**config.mk**
```make
export PLATFORM = sky130hd
export DESIGN_NAME = thread_dispatch_queue
export DESIGN_NICKNAME = d
export VERILOG_FILES = /design/src/rtl/tdq_pkg.sv /design/src/rtl/tdq_data_fifo.sv /design/src/rtl/tdq_ctrl_queue.sv /design/src/rtl/tdq_dispatch.sv /design/src/rtl/thread_dispatch_queue.sv
export SDC_FILE = /design/constraint.sdc
export NUM_CORES = 1
export LEC_CHECK = 0
export BUFFER_PORTS_ARGS = -buffer_cell sky130_fd_sc_hd__buf_2
export CAP_MARGIN = 20
export CORE_ASPECT_RATIO = 2
export CORE_MARGIN = 3
export CORE_UTILIZATION = 35
export DETAILED_ROUTE_END_ITERATION = 12
export GPL_TIMING_DRIVEN = 0
export SLEW_MARGIN = 20
export SYNTH_ARGS = -nofsm -noshare
export SYNTH_HDL_FRONTEND = slang
export SYNTH_HIERARCHICAL = 1
export SYNTH_SLANG_ARGS = --single-unit
```
**constraint.sdc**
```tcl
create_clock -name clk_i -period 7.4 [get_ports clk_i]
set_clock_uncertainty 0.1 [all_clocks]
set_input_delay 0.74 -clock clk_i [delete_from_list [all_inputs] [get_ports clk_i]]
set_output_delay 0.74 -clock clk_i [all_outputs]
set_load 0.01 [all_outputs]
```
**src/rtl/tdq_pkg.sv**
```systemverilog
package tdq_pkg;
  typedef enum logic {
    DISP_IDLE = 1'b0,
    DISP_RUN  = 1'b1
  } disp_state_e;
endpackage

```
**src/rtl/tdq_data_fifo.sv**
```systemverilog
module tdq_data_fifo #(
  parameter int DATA_W = 8,
  parameter int DEPTH  = 4
) (
  input  logic              clk_i,
  input  logic              rst_ni,
  input  logic              wr_i,
  input  logic [DATA_W-1:0] wr_data_i,
  input  logic              rd_i,
  output logic [DATA_W-1:0] rd_data_o,
  output logic              empty_o,
  output logic              full_o,
  output logic              ovf_o
);
  localparam int AW = (DEPTH > 1) ? $clog2(DEPTH) : 1;
  localparam int CW = $clog2(DEPTH + 1);

  logic [DATA_W-1:0] mem_q [DEPTH];
  logic [AW-1:0]     wptr_q, rptr_q;
  logic [CW-1:0]     cnt_q;
  logic              ovf_q;
  logic              push, pop;

  assign full_o  = (cnt_q == CW'(DEPTH));
  assign empty_o = (cnt_q == '0);
  assign push    = wr_i && !full_o;   // full checked before same-cycle read
  assign pop     = rd_i && !empty_o;
  assign rd_data_o = mem_q[rptr_q];
  assign ovf_o   = ovf_q;

  function automatic logic [AW-1:0] ptr_inc(input logic [AW-1:0] p);
    return (p == AW'(DEPTH - 1)) ? '0 : p + AW'(1);
  endfunction

  always_ff @(posedge clk_i or negedge rst_ni) begin
    if (!rst_ni) begin
      wptr_q <= '0;
      rptr_q <= '0;
      cnt_q  <= '0;
      ovf_q  <= 1'b0;
    end else begin
      if (push) wptr_q <= ptr_inc(wptr_q);
      if (pop)  rptr_q <= ptr_inc(rptr_q);
      cnt_q <= cnt_q + CW'(push) - CW'(pop);
      if (wr_i && full_o) ovf_q <= 1'b1;
    end
  end

  always_ff @(posedge clk_i) begin
    if (push) mem_q[wptr_q] <= wr_data_i;
  end

  a_r8_full_write_dropped: assert property (@(posedge clk_i) disable iff (!rst_ni)
    (full_o && wr_i && !rd_i) |=> (cnt_q == $past(cnt_q)));
  a_r8_overflow_latched: assert property (@(posedge clk_i) disable iff (!rst_ni)
    (wr_i && full_o) |=> ovf_o);
  a_r1_read_frees_slot: assert property (@(posedge clk_i) disable iff (!rst_ni)
    (rd_i && !empty_o && !wr_i) |=> (cnt_q == $past(cnt_q) - CW'(1)));
endmodule

```
**src/rtl/tdq_ctrl_queue.sv**
```systemverilog
module tdq_ctrl_queue #(
  parameter int NUM_CH = 4,
  localparam int ID_W = (NUM_CH > 1) ? $clog2(NUM_CH) : 1
) (
  input  logic              clk_i,
  input  logic              rst_ni,
  input  logic [NUM_CH-1:0] push_mask_i,
  input  logic              pop_i,
  output logic              nonempty_o,
  output logic [ID_W-1:0]   head_id_o
);
  localparam int CW = $clog2(NUM_CH + 1);

  logic [ID_W-1:0]   q_q [NUM_CH];
  logic [ID_W-1:0]   q_n [NUM_CH];
  logic [NUM_CH-1:0] pend_q, pend_n;
  logic [CW-1:0]     cnt_q, cnt_n;

  assign nonempty_o = (cnt_q != '0);
  assign head_id_o  = q_q[0];

  // pop first (shift), then append new arrivals in ascending index order
  always_comb begin
    q_n    = q_q;
    pend_n = pend_q;
    cnt_n  = cnt_q;
    if (pop_i) begin
      for (int i = 0; i < NUM_CH - 1; i++) q_n[i] = q_q[i+1];
      q_n[NUM_CH-1] = '0;
      cnt_n = cnt_n - CW'(1);
      for (int c = 0; c < NUM_CH; c++)
        if (ID_W'(c) == q_q[0]) pend_n[c] = 1'b0;
    end
    for (int c = 0; c < NUM_CH; c++) begin
      if (push_mask_i[c] && !pend_n[c] && (cnt_n < CW'(NUM_CH))) begin
        for (int s = 0; s < NUM_CH; s++)
          if (CW'(s) == cnt_n) q_n[s] = ID_W'(c);
        pend_n[c] = 1'b1;
        cnt_n     = cnt_n + CW'(1);
      end
    end
  end

  always_ff @(posedge clk_i or negedge rst_ni) begin
    if (!rst_ni) begin
      for (int i = 0; i < NUM_CH; i++) q_q[i] <= '0;
      pend_q <= '0;
      cnt_q  <= '0;
    end else begin
      q_q    <= q_n;
      pend_q <= pend_n;
      cnt_q  <= cnt_n;
    end
  end

  a_r4_pending_matches_count: assert property (@(posedge clk_i) disable iff (!rst_ni)
    (CW'($countones(pend_q)) == cnt_q));
  a_r7_pop_only_nonempty: assert property (@(posedge clk_i) disable iff (!rst_ni)
    pop_i |-> (cnt_q != '0));
  a_r2_pop_shrinks: assert property (@(posedge clk_i) disable iff (!rst_ni)
    (pop_i && push_mask_i == '0) |=> (cnt_q == $past(cnt_q) - CW'(1)));
endmodule

```
**src/rtl/tdq_dispatch.sv**
```systemverilog
module tdq_dispatch
  import tdq_pkg::*;
#(
  parameter int ID_W = 2
) (
  input  logic            clk_i,
  input  logic            rst_ni,
  input  logic            pop_i,
  input  logic            done_i,
  input  logic            q_nonempty_i,
  input  logic [ID_W-1:0] q_head_i,
  output logic            pop_fire_o,
  output logic            head_valid_o,
  output logic [ID_W-1:0] head_id_o,
  output logic            busy_o,
  output logic            proto_err_o
);
  disp_state_e state_q;
  logic        err_q;

  assign busy_o       = (state_q == DISP_RUN);
  assign head_valid_o = q_nonempty_i && !busy_o;
  assign head_id_o    = head_valid_o ? q_head_i : '0;
  assign pop_fire_o   = pop_i && head_valid_o;
  assign proto_err_o  = err_q;

  always_ff @(posedge clk_i or negedge rst_ni) begin
    if (!rst_ni) begin
      state_q <= DISP_IDLE;
      err_q   <= 1'b0;
    end else begin
      if (pop_i && busy_o) err_q <= 1'b1;
      unique case (state_q)
        DISP_IDLE: if (pop_fire_o) state_q <= DISP_RUN;
        DISP_RUN:  if (done_i)     state_q <= DISP_IDLE;
        default:                   state_q <= DISP_IDLE;
      endcase
    end
  end

  a_r6_pop_starts_thread: assert property (@(posedge clk_i) disable iff (!rst_ni)
    (pop_i && q_nonempty_i && !busy_o) |=> busy_o);
  a_r6_run_until_done: assert property (@(posedge clk_i) disable iff (!rst_ni)
    (busy_o && !done_i) |=> busy_o);
  a_r7_pop_while_busy_flags: assert property (@(posedge clk_i) disable iff (!rst_ni)
    (pop_i && busy_o) |=> proto_err_o);
endmodule

```
**src/rtl/thread_dispatch_queue.sv**
```systemverilog
module thread_dispatch_queue #(
  parameter int NUM_CH   = 4,
  parameter int DATA_W   = 8,
  parameter int DQ_DEPTH = 4,
  localparam int ID_W = (NUM_CH > 1) ? $clog2(NUM_CH) : 1
) (
  input  logic                     clk_i,
  input  logic                     rst_ni,
  input  logic [NUM_CH-1:0]        wr_valid_i,
  input  logic [NUM_CH*DATA_W-1:0] wr_data_i,
  input  logic                     rd_i,
  input  logic [ID_W-1:0]          rd_ch_i,
  output logic                     rd_valid_o,
  output logic [DATA_W-1:0]        rd_data_o,
  output logic                     head_valid_o,
  output logic [ID_W-1:0]          head_id_o,
  input  logic                     pop_i,
  input  logic                     done_i,
  output logic                     busy_o,
  output logic                     proto_err_o,
  output logic [NUM_CH-1:0]        overflow_o
);
  logic [DATA_W-1:0] dout  [NUM_CH];
  logic [NUM_CH-1:0] empty, full, accepted;
  logic              rd_ch_ok;
  logic              q_nonempty, pop_fire;
  logic [ID_W-1:0]   q_head;

  assign rd_ch_ok = (int'(rd_ch_i) < NUM_CH);

  for (genvar c = 0; c < NUM_CH; c++) begin : g_ch
    tdq_data_fifo #(
      .DATA_W (DATA_W),
      .DEPTH  (DQ_DEPTH)
    ) u_fifo (
      .clk_i     (clk_i),
      .rst_ni    (rst_ni),
      .wr_i      (wr_valid_i[c]),
      .wr_data_i (wr_data_i[c*DATA_W +: DATA_W]),
      .rd_i      (rd_i && rd_ch_ok && (rd_ch_i == ID_W'(c))),
      .rd_data_o (dout[c]),
      .empty_o   (empty[c]),
      .full_o    (full[c]),
      .ovf_o     (overflow_o[c])
    );
    assign accepted[c] = wr_valid_i[c] && !full[c];
  end

  assign rd_valid_o = rd_ch_ok && !empty[rd_ch_i];
  assign rd_data_o  = rd_ch_ok ? dout[rd_ch_i] : '0;

  tdq_ctrl_queue #(
    .NUM_CH (NUM_CH)
  ) u_ctrl (
    .clk_i       (clk_i),
    .rst_ni      (rst_ni),
    .push_mask_i (accepted),
    .pop_i       (pop_fire),
    .nonempty_o  (q_nonempty),
    .head_id_o   (q_head)
  );

  tdq_dispatch #(
    .ID_W (ID_W)
  ) u_disp (
    .clk_i        (clk_i),
    .rst_ni       (rst_ni),
    .pop_i        (pop_i),
    .done_i       (done_i),
    .q_nonempty_i (q_nonempty),
    .q_head_i     (q_head),
    .pop_fire_o   (pop_fire),
    .head_valid_o (head_valid_o),
    .head_id_o    (head_id_o),
    .busy_o       (busy_o),
    .proto_err_o  (proto_err_o)
  );

  a_r5_no_offer_while_running: assert property (@(posedge clk_i) disable iff (!rst_ni)
    busy_o |-> !head_valid_o);
  a_r2_arrival_makes_pending: assert property (@(posedge clk_i) disable iff (!rst_ni)
    (|accepted && !pop_i) |=> (head_valid_o || busy_o));
endmodule

```
==> out/results.tsv <==
stage	metric	value	unit
run_status	outcome	finished, final reports clean	
detailed_routing	wire_per_inst	19.2	um
placement	dpl.cell_count	878	
cells_and_area	antennaDiodeCount	0	
detailed_routing	routed_wl	17.5	mm
cts	worst_skew_pair.late_latency	0.43	ns
timing	fin_crit_sh	72.2	%
placement	dp_hpwl	13.2	mm
floorplan	die_h	227	um
grt	grt_max_degree	50	
critical_path	crit_path_max_fanout	9	
cts	postCtsHoldBufs	0	
flow_run	maxCapViolCount	0	
synthesis	synthArstFlopShare	27.7	%
critical_path	ff2ff_path_depth	21	
cells_and_area	syn2layout_area_growth	14.2	%
floorplan	ios	61	
synthesis	ys_ff_latch	177	
cts	cts_buffers	17	
cts	numClockSinks	177	
synthesis	syn_inst	531	
detailed_routing	drt_iter0_drc	202	
synthesis	avgSynthCellArea	16.2	um2
cells_and_area	layout-drive-gt1-share	27.1	%
detailed_routing	viasPerCell	5.11	
synthesis	yosysMostFrequentCell	edfxtp_1	
synthesis	ys_top_cells_by_area	edfxtp_1, dfrtp_1, mux4_2	
detailed_routing	num_vias	4650	
synthesis	ys_top_cells_by_count	edfxtp_1, dfrtp_1, ha_1	
power	powerDensity	389	nW/um2
critical_path	cp-end-kind	register	
timing	max_freq	0.187	GHz
timing	hold_viol	0	
timing	min_period	5.34	ns
synthesis	synth_top_area_share	44.8	%
cts	cts_resized	0	
grt	grt_usage	13.9	%
detailed_routing	route.detailed.drc	0	
synthesis	synth_top_area_cell	edfxtp_1	
cts	htreeDepth	4	
critical_path	crit_path_start_kind	register	
timing	maxSlewViolCount	0	
detailed_routing	dr.pass1.iters	4	
timing	slew_headroom	51.7	%
timing	rsz0062_at_grt	false	
synthesis	synth_edf_count	128	
grt	antenna_found_initial	1	
cts	cts_root_buf	clkbuf_16	
cts	clock_path_buffers	2	
floorplan	die_area	26500	um2
placement	io_buffers	60	
floorplan	coreArea	24000	um2
cells_and_area	multiInputGateArea	3220	um2
power	power	3.81	mW
power	p_leak	3.79	nW
floorplan	row_count	80	
critical_path	required	7.67	ns
power	ir_worst_vdd	0.220	mV
grt	grt.overflow.total	0	
floorplan	initial_core_util	35.7	%
cells_and_area	fin_cells	910	
timing	finalSetupTns	0	ns
timing	setup_violations	0	
placement	place.gp.congestion	0.896	
cts	tritoncts	yes	
timing	worst_pin_slew	0.706	ns
grt	grt_pass1_vias	5071	
timing	holdWs	0.247	ns
synthesis	synth_area	8580	um2
critical_path	critical_path_class	register to register	
synthesis	syn_nets	624	
synthesis	ys.warnings.count	6	
cells_and_area	seqCellArea	5070	um2
cells_and_area	layout.nets	703	
floorplan	chipWidth	117	um
critical_path	worstPathArrival	5.61	ns
cells_and_area	fillers	2201	
grt	grt_pass1_wl	27.2	mm
synthesis	ys_types	63	
detailed_routing	drtAntennaViolNets	0	
hold_path	hp-class	primary input to asynchronous set/reset pin	
cts	cts_setup_buffers	0	
cts	clk_pin_slew_worst_paths	0.07	ns
synthesis	seq_area_frac_synth	59.1	%
synthesis	ys.flop_type	edfxtp_1	
[final cells by class]
class | count | share of cell area [%]
tap | 287 | 3.66
timing repair buffer | 60 | 3.09
clock buffer | 18 | 4.38
multi-input combinational | 294 | 32.9
buffer | 21 | 1.43
clock inverter | 14 | 1.29
inverter | 39 | 1.49
sequential | 177 | 51.7
[through the flow]
step	area [um2]	utilization, %	setup WS, ns
finish	9800	40.8	2.06
global route	9800	40.8	1.66
CTS	9800	40.8	1.99
detailed placement	9240	38.5	1.90
global placement	9240	38.5	1.97
floorplan	8580	-	2.81
[logic make-up after synthesis]
family	after synthesis	share of synthesized area, %
DFF	177	59.1
and+or+nand+nor	109	9.42
AOI/OAI and AO/OA	63	5.79
buffers and inverters	60	3.34
muxes	58	13.0
adders and majority gates	50	7.64
xor gates and xnor gates	14	1.74
[metal layers]
layer | wire length (um) | global-route usage, % | vias up
met2 | 10000 | 25.5 | 79
met1 | 6380 | 14.7 | 2356
li1 | - | - | 2185
met4 | 555 | 6.26 | 2
met3 | 545 | 3.19 | 28
met5 | 8 | 0 | -
[registers in the layout, summed over array words and instances, names as in the netlist, 3 cells and up]
register and flops:
g_ch.u_fifo/mem_q 128, u_ctrl/pend_q 4, g_ch.u_fifo/ovf_o 4, g_ch.u_fifo/cnt_q 12, g_ch.u_fifo/rptr_q 8, u_ctrl/q_q 6
u_ctrl/cnt_q 3, g_ch.u_fifo/wptr_q 8
[where the power goes]
group	internal, mW	total (mW)	switching [mW]	leakage [nW]
sequential	1.34	1.50	0.158	1.75
combinational	0.674	1.46	0.783	1.76
clock	0.467	0.852	0.384	0.274
[final timing paths]
check	from	end	slack (ns)
setup / recovery	u_ctrl/cnt_q[0]$_DFF_PN0_	u_ctrl/q_q[4]$_DFF_PN0_	2.06
hold / removal	rst_ni	g_ch[3].u_fifo/ovf_o$_DFFE_PN0P_	0.25
setup reg to reg	u_ctrl/cnt_q[0]$_DFF_PN0_	u_ctrl/q_q[4]$_DFF_PN0_	2.06
hold reg to reg	g_ch[2].u_fifo/ovf_o$_DFFE_PN0P_	g_ch[2].u_fifo/ovf_o$_DFFE_PN0P_	0.35
max in group asynchronous	rst_ni	g_ch[2].u_fifo/wptr_q[0]$_DFFE_PN0P_	6.49
min in group clk_i	g_ch[2].u_fifo/ovf_o$_DFFE_PN0P_	g_ch[2].u_fifo/ovf_o$_DFFE_PN0P_	0.35
[worst max-delay path, cell delays in order, from the launching register on]
cell      delay, ns
dfrtp_1        0.36
inv_1          0.06
ha_1           0.19
nand2b_1       0.09
nand2_1        0.07
nor2_1         0.12
buf_6          0.16
xor2_1         0.53
ha_1           0.25
ha_1           0.26
a21oi_1        0.42
nor2_1         0.13
ha_1           0.31
a21oi_1        0.35
nor3_1         0.12
ha_1           0.31
inv_1          0.04
o211ai_1       0.12
nand4b_1       0.44
a21o_1         0.33
nor3_1         0.31
o22a_1         0.22
[placed cells by master (no fill, tap or decap), types with 5 or more instances in the layout]
cell and count:
and3b_1 17, buf_2 66, a21oi_1 15, inv_6 6
dfrtp_1 49, nor3_1 6, clkbuf_16 17, xnor2_1 7
mux4_2 38, nand2b_1 16, and2_1 6, buf_6 6
xor2_1 5, nand2_1 16, o211ai_1 9, nor2b_1 5
nand4bb_1 7, a21o_1 6, mux2i_1 9, o21ai_0 8
inv_1 38, ha_1 46, nor2_1 12, clkbuf_1 7
edfxtp_1 128
Power figures use the tool's default switching activity.
